File: src/rtl/pk_alu_pkg.sv
package pk_alu_pkg;
   localparam int SEL_W = 2;
   localparam int CTL_W = 1 << SEL_W;
   typedef logic [CTL_W-1:0] ctl_word_t;
   localparam int LUT_MUX = 0;
   localparam int LUT_SOP = 1;
endpackage

File: src/rtl/pk_lut4.sv
module pk_lut4
   import pk_alu_pkg::*;
#(
   parameter int IMPL = LUT_MUX
) (
   input  logic      sel_x,
   input  logic      sel_y,
   input  ctl_word_t table_i,
   output logic      bit_o
);
   generate
      if (IMPL == LUT_MUX) begin : g_mux
         always_comb bit_o = table_i[{sel_x, sel_y}];
      end else if (IMPL == LUT_SOP) begin : g_sop
         always_comb
            bit_o = (~sel_x & ~sel_y & table_i[0]) |
                    (~sel_x &  sel_y & table_i[1]) |
                    ( sel_x & ~sel_y & table_i[2]) |
                    ( sel_x &  sel_y & table_i[3]);
      end else begin : g_bad
         $error("pk_lut4: IMPL must be LUT_MUX or LUT_SOP");
         assign bit_o = 1'b0;
      end
   endgenerate
endmodule

File: src/rtl/pk_bit_slice.sv
module pk_bit_slice
   import pk_alu_pkg::*;
#(
   parameter int IMPL = LUT_MUX
) (
   input  logic      a_bit,
   input  logic      b_bit,
   input  logic      c_in,
   input  ctl_word_t p_tab,
   input  ctl_word_t k_tab,
   input  ctl_word_t r_tab,
   output logic      r_bit,
   output logic      c_out
);
   logic prop, kill;

   pk_lut4 #(.IMPL(IMPL)) u_prop (
      .sel_x(a_bit), .sel_y(b_bit), .table_i(p_tab), .bit_o(prop));
   pk_lut4 #(.IMPL(IMPL)) u_kill (
      .sel_x(a_bit), .sel_y(b_bit), .table_i(k_tab), .bit_o(kill));

   always_comb c_out = (prop & c_in) | (~prop & ~kill);

   pk_lut4 #(.IMPL(IMPL)) u_res (
      .sel_x(prop), .sel_y(c_in), .table_i(r_tab), .bit_o(r_bit));
endmodule

File: src/rtl/pk_ripple_alu.sv
module pk_ripple_alu
   import pk_alu_pkg::*;
#(
   parameter int WIDTH = 8,
   parameter int IMPL  = LUT_MUX
) (
   input  logic [WIDTH-1:0] opa,
   input  logic [WIDTH-1:0] opb,
   input  logic             carry_i,
   input  logic [CTL_W-1:0] p_word,
   input  logic [CTL_W-1:0] k_word,
   input  logic [CTL_W-1:0] r_word,
   output logic [WIDTH-1:0] result_o,
   output logic             carry_o
);
   localparam int CHAIN_N = WIDTH + 1;

   generate
      if (WIDTH < 1) begin : g_chk_w
         $error("pk_ripple_alu: WIDTH must be at least 1");
      end
      if (IMPL != LUT_MUX && IMPL != LUT_SOP) begin : g_chk_i
         $error("pk_ripple_alu: unknown IMPL");
      end
   endgenerate

   logic [CHAIN_N-1:0] chain;

   assign chain[0] = carry_i;

   for (genvar i = 0; i < WIDTH; i++) begin : g_cell
      pk_bit_slice #(.IMPL(IMPL)) u_cell (
         .a_bit (opa[i]),
         .b_bit (opb[i]),
         .c_in  (chain[i]),
         .p_tab (p_word),
         .k_tab (k_word),
         .r_tab (r_word),
         .r_bit (result_o[i]),
         .c_out (chain[i+1])
      );
   end

   assign carry_o = chain[CHAIN_N-1];
endmodule

File: config.mk
export PLATFORM = sky130hd
export DESIGN_NAME = pk_ripple_alu
export DESIGN_NICKNAME = d
export VERILOG_FILES = /design/src/rtl/pk_alu_pkg.sv /design/src/rtl/pk_lut4.sv /design/src/rtl/pk_bit_slice.sv /design/src/rtl/pk_ripple_alu.sv
export SDC_FILE = /design/constraint.sdc
export NUM_CORES = 1
export LEC_CHECK = 0
export CORE_MARGIN = 5
export CORE_UTILIZATION = 30
export DETAILED_ROUTE_END_ITERATION = 10
export DONT_BUFFER_PORTS = 1
export PLACE_DENSITY = 0.54
export RECOVER_POWER = 50
export SYNTH_ARGS = -nofsm -noshare
export SYNTH_HDL_FRONTEND = slang
export SYNTH_HIERARCHICAL = 1
export SYNTH_SLANG_ARGS = --single-unit
File: constraint.sdc
create_clock -name vclk -period 3.7
set_clock_uncertainty 0.1 [all_clocks]
set_input_delay 0.37 -clock vclk [all_inputs]
set_output_delay 0.37 -clock vclk [all_outputs]
set_load 0.01 [all_outputs]
==> results.yml <==
drt:
  drt_iter0_markers: 14
  wire_per_inst_um: 24.3
  routed_wl_um: 1630
  m1WireLength_um: 578
  wl_met3_um: 275
  routed.top_layer: "met3"
  route.vias.total: 452
  wl_met2_um: 776
  drc: 0
  viasPerCell: 6.75
  drt_pass1_iterations: 6
  antenna_left: 0
worst_setup_path:
  max_stage_delay_ns: 0.58
  cp.arrival_ns: 2.90
  critical_path_class: "primary input to primary output"
  worst_path_max_delay_cell: "mux4_2"
  cp_max_fo: 3
  required_ns: 3.23
  path_cells: "mux4_2, o21ai_1, nand2_1, o21ai_1, nand2_1, o21ai_1, nand2_1, o21ai_1, nand2_1, o21ai_1, nand2_1, o21ai_1, nand2_1, o21ai_1, mux4_2"
  end_kind: "primary output"
  crit_top_cell: "o21ai_1"
  start_kind: "primary input"
die:
  io_pins: 38
  initial_utilization_pct: 31.4
  coreArea_um2: 1940
  die_w_um: 55.1
  rows: 16
  die_y_um: 55.1
  dieArea_um2: 3040
placed_design:
  portBuffers: 0
  pre_cts_ws_ns: 0.255
  gp_congestion: 0.725
cells_and_area:
  final_nets: 71
  multi_input_area_um2: 611
  nClkBuffers: 0
  antennaDiodeCount: 0
  seq_cells: 0
  drive_above_1_share_pct: 60.0
  regArea_um2: 0
  fill_cells: 205
  synthToLayoutAreaGrowth_pct: 5.53
  post-route-util_pct: 33.2
synthesis:
  synthTopCellsByCount: "mux4_2 (24), nand2_1 (8), o21ai_1 (8)"
  avgSynthCellArea_um2: 15.3
  synth_cells: 40
  yosys.cell_types.count: 3
  ys_warn_count: 6
  synth_top_area_share_pct: 88.5
  yosysSeqAreaShare_pct: 0
  yosys.area.top_type: "mux4_2"
  syn-num-nets: 69
  synthTopCellsByArea: "mux4_2 (89%), o21ai_1 (6.6%), nand2_1 (4.9%)"
  yosysMostFrequentCell: "mux4_2"
  netlist_area_um2: 611
grt:
  grt_pass1_wl_um: 2640
  grt-ovfl-total: 0
  antenna_found_initial: 0
  grt_usage_pct: 11.5
  grt_pass1_vias: 553
  grt_start_max_net_pins: 9
sta:
  setup_viol_count_final: 0
  max_freq_mhz: 297
  hold_violations: 0
  worst_pin_slew_ns: 0.237
  slew_headroom_pct: 84.1
  drv_slew: 0
  period_share_pct: 91.1
  finalSetupTns_ns: 0
  fin_crit_ns: 3.37
  rsz0062_at_grt: "no"
  finalWorstSetupSlack_ns: 0.329
job:
  maxCapViolCount: 0
clocking:
  ctsResizeCount: 0
  postCtsHoldBufs: 0
  postCtsSetupRepairBufs: 0
min_path:
  hold_start: "carry_i"
  min_path_cells: 1
  min_path_type: "primary input to primary output"
  hold_end: "result_o[0]"
power_and_ir_drop:
  power.leakage_nw: 0.178
  power.density_nw_per_um2: 156
  vdd_drop_max_uv: 57.8
status:
  status: "finished clean"
critical path, delay by kind of cell:
kind            cells  cell delay [ns]
simple gates        6             0.42
compound gates      7             1.02
mux                 2             1.09
placed cells by master, fill, tap and decap left out:
cell type / instances
mux4_2: 24
nand2_1: 8
o21ai_1: 8
power breakdown:
part           internal [mW]  leakage, nW  switching (mW)
Clock                      0            0               0
Combinational         0.0608        0.178          0.0400
Sequential                 0            0               0
stage by stage:
step	hold slack, ns	instance area [µm²]	std cells	power [mW]
final	0.878	644	67	0.101
after global routing	0.890	644	67	0.109
after CTS	0.882	644	67	0.103
after detailed placement	0.882	644	67	0.103
after global placement	0.882	644	67	0.101
after floorplan	0.867	611	40	0.0918
layer usage:
layer	GRT usage [%]	vias up
li1	-	202
met1	12.9	221
met2	20.9	29
met3	5.63	0
met4	0	0
met5	0	-
how the worst max path moves through the flow:
stage          startpoint           to  slack (ns)
2_1_floorplan      opb[0]  result_o[7]        0.49
3_3_place_gp       opb[0]  result_o[7]        0.33
3_5_place_dp       opb[0]  result_o[7]        0.26
4_1_cts            opb[0]  result_o[7]        0.25
5_1_grt            opb[0]  result_o[7]       0.006
6_report           opb[0]  result_o[7]        0.33
cell type report:
| class | count | share of cell area, % |
|---|---|---|
| tap | 27 | 5.24 |
| multi-input combinational | 40 | 94.8 |
cells by family (layout without fill, tap and decap cells):
logic type	Yosys count	in the layout	synth area share (%)
AO/OA/AOI/OAI	8	8	6.56
AND/OR/NAND/NOR	8	8	4.92
multiplexers	24	24	88.5
(Power assumes the default switching activity.)
